===== config.mk =====
export PLATFORM = sky130hd
export DESIGN_NAME = mdio_phy_bank
export DESIGN_NICKNAME = d
export VERILOG_FILES = /design/src/rtl/mdio_bank_pkg.sv /design/src/rtl/mdio_frame_rx.sv /design/src/rtl/mdio_chan_ctrl.sv /design/src/rtl/mdio_phy_bank.sv
export SDC_FILE = /design/constraint.sdc
export NUM_CORES = 1
export LEC_CHECK = 0
export ABC_AREA = 1
export BUFFER_PORTS_ARGS = -buffer_cell sky130_fd_sc_hd__buf_2
export CORE_ASPECT_RATIO = 1.5
export CORE_MARGIN = 2
export CORE_UTILIZATION = 40
export CTS_CLUSTER_SIZE = 28
export DETAILED_ROUTE_END_ITERATION = 7
export MAX_ROUTING_LAYER = met4
export PLACE_DENSITY_LB_ADDON = 0.05
export SYNTH_ARGS = -nofsm -noshare
export SYNTH_HDL_FRONTEND = slang
export SYNTH_SLANG_ARGS = --single-unit

===== constraint.sdc =====
create_clock -name mdc -period 3.2 [get_ports mdc]
set_input_delay 0.8 -clock mdc [delete_from_list [all_inputs] [get_ports mdc]]
set_output_delay 0.8 -clock mdc [all_outputs]
set_load 0.02 [all_outputs]

===== src/rtl/mdio_bank_pkg.sv =====
package mdio_bank_pkg;
  localparam int DW = 16;
  localparam int AW = 5;

  localparam logic [1:0] OP_RD = 2'b10;
  localparam logic [1:0] OP_WR = 2'b01;

  localparam logic [AW-1:0] REG_CTRL = 5'd0;
  localparam logic [AW-1:0] REG_G0   = 5'd30;
  localparam logic [AW-1:0] REG_G1   = 5'd31;

  // constant-one bits of the control word
  localparam logic [DW-1:0] CTRL_FIXED = 16'h0140;

  localparam int B_RST  = 15;
  localparam int B_LOOP = 14;
  localparam int B_PD   = 11;
  localparam int B_ISO  = 10;

  typedef enum logic [2:0] {
    FS_PRE, FS_ST, FS_HDR, FS_TA1, FS_TA2, FS_DAT
  } fs_e;
endpackage


===== src/rtl/mdio_frame_rx.sv =====
module mdio_frame_rx
  import mdio_bank_pkg::*;
#(
  parameter int PRE_LEN = 32,
  parameter int BASE_W  = 3
) (
  input  logic              clk,
  input  logic              rst_n,
  input  logic              srst,
  input  logic              strap_en,
  input  logic [BASE_W-1:0] base,
  input  logic              mdio_i,
  input  logic [DW-1:0]     rdata,
  output logic              mdio_o,
  output logic              mdio_oe,
  output logic              wr_en,
  output logic [DW-1:0]     wdata,
  output logic [AW-1:0]     phy_q,
  output logic [AW-1:0]     reg_q
);
  localparam int PCW = $clog2(PRE_LEN + 1);
  localparam int HW  = 2 + 2 * AW;
  localparam int CW  = $clog2((DW > HW) ? DW : HW);
  localparam logic [PCW-1:0] PRE_FULL = PCW'(PRE_LEN);
  localparam logic [CW-1:0]  HDR_LAST = CW'(HW - 1);
  localparam logic [CW-1:0]  DAT_LAST = CW'(DW - 1);

  fs_e            state;
  logic [PCW-1:0] pre_cnt;
  logic [CW-1:0]  cnt;
  logic [HW-2:0]  hdr_q;
  logic [DW-1:0]  sh_q;
  logic           is_rd;

  logic [HW-1:0]  hdr_full;
  logic [1:0]     op;
  logic [AW-1:0]  phy_n;
  logic [AW-1:0]  reg_n;
  logic           hdr_ok;

  assign hdr_full = {hdr_q, mdio_i};
  assign op       = hdr_full[HW-1 -: 2];
  assign phy_n    = hdr_full[2*AW-1 -: AW];
  assign reg_n    = hdr_full[AW-1:0];
  assign hdr_ok   = strap_en && (phy_n[AW-1 -: BASE_W] == base) &&
                    (op == OP_RD || op == OP_WR);

  // write data is complete on the edge sampling the last data bit
  assign wr_en = (state == FS_DAT) && !is_rd && (cnt == DAT_LAST);
  assign wdata = {sh_q[DW-2:0], mdio_i};

  always_ff @(posedge clk or negedge rst_n) begin
    if (!rst_n) begin
      state <= FS_PRE; pre_cnt <= '0; cnt <= '0; hdr_q <= '0; sh_q <= '0;
      is_rd <= 1'b0; phy_q <= '0; reg_q <= '0; mdio_o <= 1'b0; mdio_oe <= 1'b0;
    end else if (srst) begin
      state <= FS_PRE; pre_cnt <= '0; cnt <= '0; hdr_q <= '0; sh_q <= '0;
      is_rd <= 1'b0; phy_q <= '0; reg_q <= '0; mdio_o <= 1'b0; mdio_oe <= 1'b0;
    end else begin
      case (state)
        FS_PRE: begin
          if (mdio_i) begin
            if (pre_cnt != PRE_FULL) pre_cnt <= pre_cnt + 1'b1;
          end else begin
            if (pre_cnt == PRE_FULL) state <= FS_ST;
            pre_cnt <= '0;
          end
        end
        FS_ST: begin
          if (mdio_i) begin
            state <= FS_HDR;
            cnt   <= '0;
          end else begin
            state <= FS_PRE;
          end
        end
        FS_HDR: begin
          hdr_q <= hdr_full[HW-2:0];
          cnt   <= cnt + 1'b1;
          if (cnt == HDR_LAST) begin
            if (hdr_ok) begin
              state <= FS_TA1;
              is_rd <= (op == OP_RD);
              phy_q <= phy_n;
              reg_q <= reg_n;
            end else begin
              state <= FS_PRE;
            end
          end
        end
        FS_TA1: begin
          state <= FS_TA2;
          if (is_rd) begin
            mdio_oe <= 1'b1;
            mdio_o  <= 1'b0;
            sh_q    <= rdata;
          end
        end
        FS_TA2: begin
          state <= FS_DAT;
          cnt   <= '0;
          if (is_rd) begin
            mdio_o <= sh_q[DW-1];
            sh_q   <= {sh_q[DW-2:0], 1'b0};
          end
        end
        FS_DAT: begin
          cnt <= cnt + 1'b1;
          if (is_rd) begin
            if (cnt == DAT_LAST) begin
              mdio_oe <= 1'b0;
              mdio_o  <= 1'b0;
            end else begin
              mdio_o <= sh_q[DW-1];
              sh_q   <= {sh_q[DW-2:0], 1'b0};
            end
          end else begin
            sh_q <= wdata;
          end
          if (cnt == DAT_LAST) state <= FS_PRE;
        end
        default: state <= FS_PRE;
      endcase
    end
  end

  // the first driven bit of a read turnaround is a zero
  assert_ta_zero_R3: assert property (@(posedge clk) disable iff (!rst_n)
    $rose(mdio_oe) |-> !mdio_o);

  // the line is never driven while a write is being accepted
  assert_no_drive_on_write_R3: assert property (@(posedge clk) disable iff (!rst_n)
    wr_en |-> !mdio_oe);
endmodule


===== src/rtl/mdio_chan_ctrl.sv =====
module mdio_chan_ctrl
  import mdio_bank_pkg::*;
(
  input  logic          clk,
  input  logic          rst_n,
  input  logic          srst,
  input  logic          wr_en,
  input  logic          wr_loop,
  input  logic          wr_pd,
  input  logic          wr_iso,
  input  logic          ext_loop,
  output logic          loopback_o,
  output logic          pdown_o,
  output logic          isolate_o,
  output logic [DW-1:0] rd_val
);
  logic loop_q, pd_q, iso_q;

  always_ff @(posedge clk or negedge rst_n) begin
    if (!rst_n) begin
      loop_q <= 1'b0; pd_q <= 1'b0; iso_q <= 1'b0;
    end else if (srst) begin
      loop_q <= 1'b0; pd_q <= 1'b0; iso_q <= 1'b0;
    end else if (wr_en) begin
      loop_q <= wr_loop; pd_q <= wr_pd; iso_q <= wr_iso;
    end
  end

  assign loopback_o = loop_q | ext_loop;
  assign pdown_o    = pd_q;
  assign isolate_o  = iso_q;

  always_comb begin
    rd_val         = CTRL_FIXED;
    rd_val[B_LOOP] = loop_q;
    rd_val[B_PD]   = pd_q;
    rd_val[B_ISO]  = iso_q;
  end

  // power-down and isolate only move on a write or a reset
  assert_pd_hold_R6: assert property (@(posedge clk) disable iff (!rst_n)
    (!wr_en && !srst) |=> ($stable(pdown_o) && $stable(isolate_o)));
endmodule


===== src/rtl/mdio_phy_bank.sv =====
module mdio_phy_bank
  import mdio_bank_pkg::*;
#(
  parameter int NCH     = 4,
  parameter int PRE_LEN = 32
) (
  input  logic           mdc,
  input  logic           rst_n,
  input  logic           cl22_sel,
  input  logic [2:0]     phy_base,
  input  logic           mdio_i,
  output logic           mdio_o,
  output logic           mdio_oe,
  input  logic [NCH-1:0] ext_loop_i,
  output logic [NCH-1:0] loopback_o,
  output logic [NCH-1:0] pdown_o,
  output logic [NCH-1:0] isolate_o,
  output logic           soft_rst_o
);
  localparam int CHW    = $clog2(NCH);
  localparam int BASE_W = AW - CHW;

  logic          wr_en;
  logic [DW-1:0] wdata;
  logic [AW-1:0] phy_q;
  logic [AW-1:0] reg_q;
  logic [DW-1:0] rd_mux;
  logic [DW-1:0] ch_rd [NCH];
  logic [CHW-1:0] ch_sel;
  logic          wr_ctrl;
  logic          srst_q;
  logic [DW-1:0] g0_q, g1_q;

  assign ch_sel  = phy_q[CHW-1:0];
  assign wr_ctrl = wr_en && (reg_q == REG_CTRL) && (int'(ch_sel) < NCH);

  mdio_frame_rx #(.PRE_LEN(PRE_LEN), .BASE_W(BASE_W)) u_frame (
    .clk(mdc), .rst_n(rst_n), .srst(srst_q), .strap_en(cl22_sel),
    .base(phy_base[BASE_W-1:0]), .mdio_i(mdio_i), .rdata(rd_mux),
    .mdio_o(mdio_o), .mdio_oe(mdio_oe), .wr_en(wr_en), .wdata(wdata),
    .phy_q(phy_q), .reg_q(reg_q)
  );

  for (genvar i = 0; i < NCH; i++) begin : g_ch
    mdio_chan_ctrl u_ch (
      .clk(mdc), .rst_n(rst_n), .srst(srst_q),
      .wr_en(wr_ctrl && (ch_sel == CHW'(i))),
      .wr_loop(wdata[B_LOOP]), .wr_pd(wdata[B_PD]), .wr_iso(wdata[B_ISO]),
      .ext_loop(ext_loop_i[i]), .loopback_o(loopback_o[i]),
      .pdown_o(pdown_o[i]), .isolate_o(isolate_o[i]), .rd_val(ch_rd[i])
    );
  end

  // soft reset: registered pulse, acts as synchronous clear one edge later
  always_ff @(posedge mdc or negedge rst_n) begin
    if (!rst_n) srst_q <= 1'b0;
    else        srst_q <= wr_ctrl && wdata[B_RST];
  end
  assign soft_rst_o = srst_q;

  always_ff @(posedge mdc or negedge rst_n) begin
    if (!rst_n) begin
      g0_q <= '0; g1_q <= '0;
    end else if (srst_q) begin
      g0_q <= '0; g1_q <= '0;
    end else if (wr_en) begin
      if (reg_q == REG_G0) g0_q <= wdata;
      if (reg_q == REG_G1) g1_q <= wdata;
    end
  end

  always_comb begin
    rd_mux = '0;
    if (reg_q == REG_G0)      rd_mux = g0_q;
    else if (reg_q == REG_G1) rd_mux = g1_q;
    else if (reg_q == REG_CTRL && int'(ch_sel) < NCH) rd_mux = ch_rd[ch_sel];
  end

  // the soft reset is a single-clock pulse
  assert_srst_pulse_R8: assert property (@(posedge mdc) disable iff (!rst_n)
    soft_rst_o |=> !soft_rst_o);

  // after the pulse every channel control is clear
  assert_srst_clears_R8: assert property (@(posedge mdc) disable iff (!rst_n)
    soft_rst_o |=> (pdown_o == '0 && isolate_o == '0));

  // an accepted write always carries the configured base
  assert_write_base_R2: assert property (@(posedge mdc) disable iff (!rst_n)
    wr_en |-> (phy_q[AW-1:CHW] == phy_base[BASE_W-1:0]));
endmodule


==> summary.log <==
INFO  worst_setup_path worst-path-buf-inv=1
INFO  global_routing grt.met1_usage=24.26%
INFO  global_routing grt.total_usage=19.07%
INFO  route          avgRoutedWirePerCell=14.02microns
INFO  sta            setup_tns=0ps
INFO  power_and_ir_drop vdd_ir_drop_max=0.2663mV
INFO  route          drt-initial-drc-count=187
INFO  clock_tree     cts_max_level=3
INFO  hold_path      hold_path_depth=2
INFO  floorplan      effective_utilization_at_floorplan=41.17%
INFO  worst_setup_path setup.reg_to_reg.worst_slack=1110ps
INFO  global_routing antenna_found_initial=0
INFO  yosys          synth.cell_area=4947squm
INFO  sta            fin_worst_skew=5.473ps
INFO  yosys          yosys.cell_types.count=28
INFO  sta            tightestPinTransition=940.2ps
INFO  sta            finalCritPeriodShare=71.68%
INFO  worst_setup_path crit_arrival=1490ps
INFO  worst_setup_path ff2ff_path_depth=6
INFO  worst_setup_path worst_path_dominant_cell_family=flip-flops
INFO  route          post_drt_via_cell_ratio=4.988
INFO  clock_tree     cts_sinks=95
INFO  worst_setup_path r2r_end=u_frame.sh_q[11]
INFO  clock_tree     cts_resized=0
INFO  global_routing maximum_number_of_pins_on_one_net_before_global_route_repair=96
INFO  hold_path      worst_hold_path_type=flip-flop to flip-flop
INFO  route          post_route_drc_violation_count=0
INFO  floorplan      placeableCoreArea=12020squm
INFO  sta            rsz_0062_raised_after_global_routing=no
INFO  floorplan      design.portCount=26
INFO  floorplan      fp-row-count=49
INFO  placement      finalWeightedCongestion=0.8273
INFO  run            max_cap_viol_count=0
INFO  worst_setup_path cp_slowest_stage_delay=860ps
INFO  sta            timing_max_transition_violations_final=0
INFO  global_routing busiest_layer=met2
INFO  yosys          synth_seq_cells=95
INFO  finish         insertedDiodeCount=0
INFO  clock_tree     cts.reportedPaths.clkPinSlew=60ps
INFO  worst_setup_path timing.critical_path.fanout_max=19
INFO  global_routing grt.overflow.total=0
INFO  clock_tree     number_of_post_cts_setup_repair_buffers=0
INFO  finish         layout.area.seq=2377squm
INFO  finish         fillCellCount=1281
INFO  worst_setup_path endpoint_kind=output pin
INFO  worst_setup_path required_time_of_the_worst_setup_path=2400ps
INFO  sta            timing_hold_violations_final=0
INFO  route          drt-pass1-iter-count=4
INFO  finish         net_count_reported_at_finish=671
INFO  clock_tree     clock_tree_from_tritoncts=done
INFO  yosys          post_synth_inst_count=651
INFO  global_routing global_route_wire_length_before_repair=19490microns
INFO  yosys          synth.yosys.seq_area_share=48.05%
INFO  worst_setup_path crit-reg2reg-launch=soft_rst_o
INFO  clock_tree     clockBufferDepth=2
INFO  clock_tree     cts_buffers=9
INFO  finish         footprint_of_the_multi_input_gates=2131squm
INFO  hold_path      holdCritStartpoint=u_frame.sh_q[8]
INFO  finish         syn2layout_area_growth=9.231%
INFO  clock_tree     post_cts_hold_buffer_count=0
INFO  sta            fmax=436.0MHz
INFO  floorplan      die_y=140.2microns
INFO  clock_tree     cts-root-buf=sky130_fd_sc_hd__clkbuf_16
INFO  finish         drive_above_1_share=10.00%
INFO  sta            period_needed=2294ps
INFO  route          ant_nets=0
INFO  worst_setup_path cp_slowest_cell=sky130_fd_sc_hd__dfrtp_1
INFO  floorplan      die_area=13290squm
INFO  sta            relative_slew_margins=37.25%
INFO  sta            hold_ws=480.1ps
INFO  clock_tree     clock_insertion_delay_worst_skew=340ps
INFO  worst_setup_path worstSetupStartpointType=flip-flop
INFO  route          routed-via-count=4055
INFO  global_routing gr-usage-met3=2.582%
INFO  power_and_ir_drop power.density=497.8nW/um^2
INFO  route          wirelength=11400microns
INFO  placement      portBuffers=25
INFO  yosys          syn_nets=666
INFO  power_and_ir_drop power_leakage=2.803nW
INFO  outcome        outcome=finished clean
INFO  floorplan      fp.dieW=94.81microns
INFO  global_routing number_of_global_route_vias_before_repair=3947
INFO  yosys          ys.warnings.count=0
INFO  global_routing groute.layer.met2.usage=31.43%
INFO  worst_setup_path crit_path_category=flip-flop to output pin
INFO  sta            setup-violations-final=0
INFO  yosys          syn_area_per_cell=7.599squm
INFO  hold_path      hold_end=u_frame.sh_q[8]
INFO  placement      place_hpwl=7616microns
INFO  worst_setup_path crit_path_cell_trace=buf_2
## sequential cells by signal, indices dropped and copies added, names as in the netlist
register and count:
g0_q 16, g1_q 16, g_ch.u_ch.isolate_o 4, g_ch.u_ch.loop_q 4
g_ch.u_ch.pdown_o 4, soft_rst_o 1, u_frame.cnt 4, u_frame.hdr_q 11
u_frame.is_rd 1, u_frame.mdio_o 1, u_frame.mdio_oe 1, u_frame.phy_q 2
u_frame.pre_cnt 6, u_frame.reg_q 5, u_frame.sh_q 16, u_frame.state 3
## area by class of cell
type | instances | share of cell area, %
tap | 153 | 3.542
clock inverter | 4 | 1.760
multi-input combinational | 468 | 39.43
sequential | 95 | 43.99
clock buffer | 11 | 4.307
timing repair buffer | 31 | 3.427
inverter | 51 | 3.542
## per-stage QoR
stage	utilization [%]	setup WS, ps	area [sq um]	total power, W	cells
after floorplan	-	1193	4947	0.001447	651
after global placement	42.24	849.1	5076	0.001519	798
after detailed placement	42.24	829.4	5076	0.001523	798
after CTS	44.97	887.0	5404	0.002731	813
after global routing	44.97	807.0	5404	0.002822	813
final	44.97	906.3	5404	0.002690	813
## worst reg2reg max path, cell delays in order (launching register included)
cell,delay [ps]
sky130_fd_sc_hd__dfrtp_1,860
sky130_fd_sc_hd__nor2_1,180
sky130_fd_sc_hd__nand2_1,130
sky130_fd_sc_hd__nand3_2,480
sky130_fd_sc_hd__nor2_1,260
sky130_fd_sc_hd__nand2_1,80
sky130_fd_sc_hd__nand2_1,60
## cells by family (layout without fill, tap and decap cells)
| group | count (synthesis) | count (layout) | share of synthesized area [%] |
|---|---|---|---|
| XOR/XNOR | 3 | 3 | 0.5312 |
| flip-flops | 95 | 95 | 48.05 |
| AO/OA/AOI/OAI | 73 | 73 | 7.511 |
| AND/OR/NAND/NOR | 388 | 388 | 34.02 |
| adder cells (fa/ha/maj) | 4 | 4 | 1.012 |
| buffers and inverters | 88 | 97 | 8.877 |
## per-layer routing
metal  share of wire (%)  vias up  routed length, microns
li1                    -     2086                       -
met1                  44     1894                    5063
met2                  51       60                    5812
met3                 3.0       15                     339
met4                 1.6        0                     184
met5                   0        -                       0
## worst max-delay path by stage
stage	cells after the start	slack, ps	startpoint	end
global placement	6	850	mdio_i	u_frame.pre_cnt[5]
floorplan	2	1190	ext_loop_i[0]	loopback_o[0]
detailed placement	6	830	mdio_i	u_frame.pre_cnt[5]
global route	6	810	soft_rst_o	u_frame.sh_q[11]
CTS	1	890	soft_rst_o	soft_rst_o
finish	1	910	soft_rst_o	soft_rst_o
## cells in the final DEF (no fill, tap or decap), types with 7 or more instances in the layout
cell type                   instances
sky130_fd_sc_hd__nor2_1            42
sky130_fd_sc_hd__clkbuf_16          9
sky130_fd_sc_hd__dfrtp_1           95
sky130_fd_sc_hd__nand3_1           81
sky130_fd_sc_hd__nand2_1          236
sky130_fd_sc_hd__buf_2             24
sky130_fd_sc_hd__o21ai_0           41
sky130_fd_sc_hd__inv_1             46
sky130_fd_sc_hd__nand4_1            7
sky130_fd_sc_hd__o21ai_1           21
## report_power, final
| group | internal (W) | leakage (nW) | total (W) | switching [W] |
|---|---|---|---|---|
| registers | 0.00126 | 1.27 | 0.00130 | 0.0000403 |
| clock network | 0.000759 | 0.160 | 0.00120 | 0.000436 |
| logic | 0.0000664 | 1.37 | 0.000196 | 0.000130 |
## synthesized netlist by cell type
master | count | share of area (%)
sky130_fd_sc_hd__nor2_1 | 42 | 3.2
sky130_fd_sc_hd__nand3_2 | 2 | 0.40
sky130_fd_sc_hd__clkbuf_1 | 5 | 0.38
sky130_fd_sc_hd__inv_2 | 4 | 0.30
sky130_fd_sc_hd__o22ai_1 | 5 | 0.63
sky130_fd_sc_hd__ha_1 | 4 | 1.0
sky130_fd_sc_hd__nand3b_1 | 3 | 0.46
sky130_fd_sc_hd__buf_6 | 5 | 1.1
sky130_fd_sc_hd__nor2_4 | 4 | 0.91
sky130_fd_sc_hd__nand4_1 | 7 | 0.89
sky130_fd_sc_hd__buf_1 | 2 | 0.15
sky130_fd_sc_hd__nor3_1 | 1 | 0.10
sky130_fd_sc_hd__nor2_2 | 5 | 0.63
sky130_fd_sc_hd__a21oi_1 | 6 | 0.61
sky130_fd_sc_hd__nand3_4 | 2 | 0.71
sky130_fd_sc_hd__clkinv_1 | 1 | 0.076
sky130_fd_sc_hd__nand2_1 | 236 | 18
sky130_fd_sc_hd__buf_2 | 9 | 0.91
sky130_fd_sc_hd__o21ai_0 | 41 | 4.1
sky130_fd_sc_hd__buf_4 | 16 | 2.4
sky130_fd_sc_hd__dfrtp_1 | 95 | 48
sky130_fd_sc_hd__o21ai_1 | 21 | 2.1
sky130_fd_sc_hd__xnor2_1 | 1 | 0.18
sky130_fd_sc_hd__xor2_1 | 2 | 0.35
sky130_fd_sc_hd__or2_2 | 4 | 0.51
sky130_fd_sc_hd__inv_1 | 46 | 3.5
sky130_fd_sc_hd__nand3_1 | 81 | 8.2
sky130_fd_sc_hd__nand2_2 | 1 | 0.13
Power figures use the tool's default switching activity.
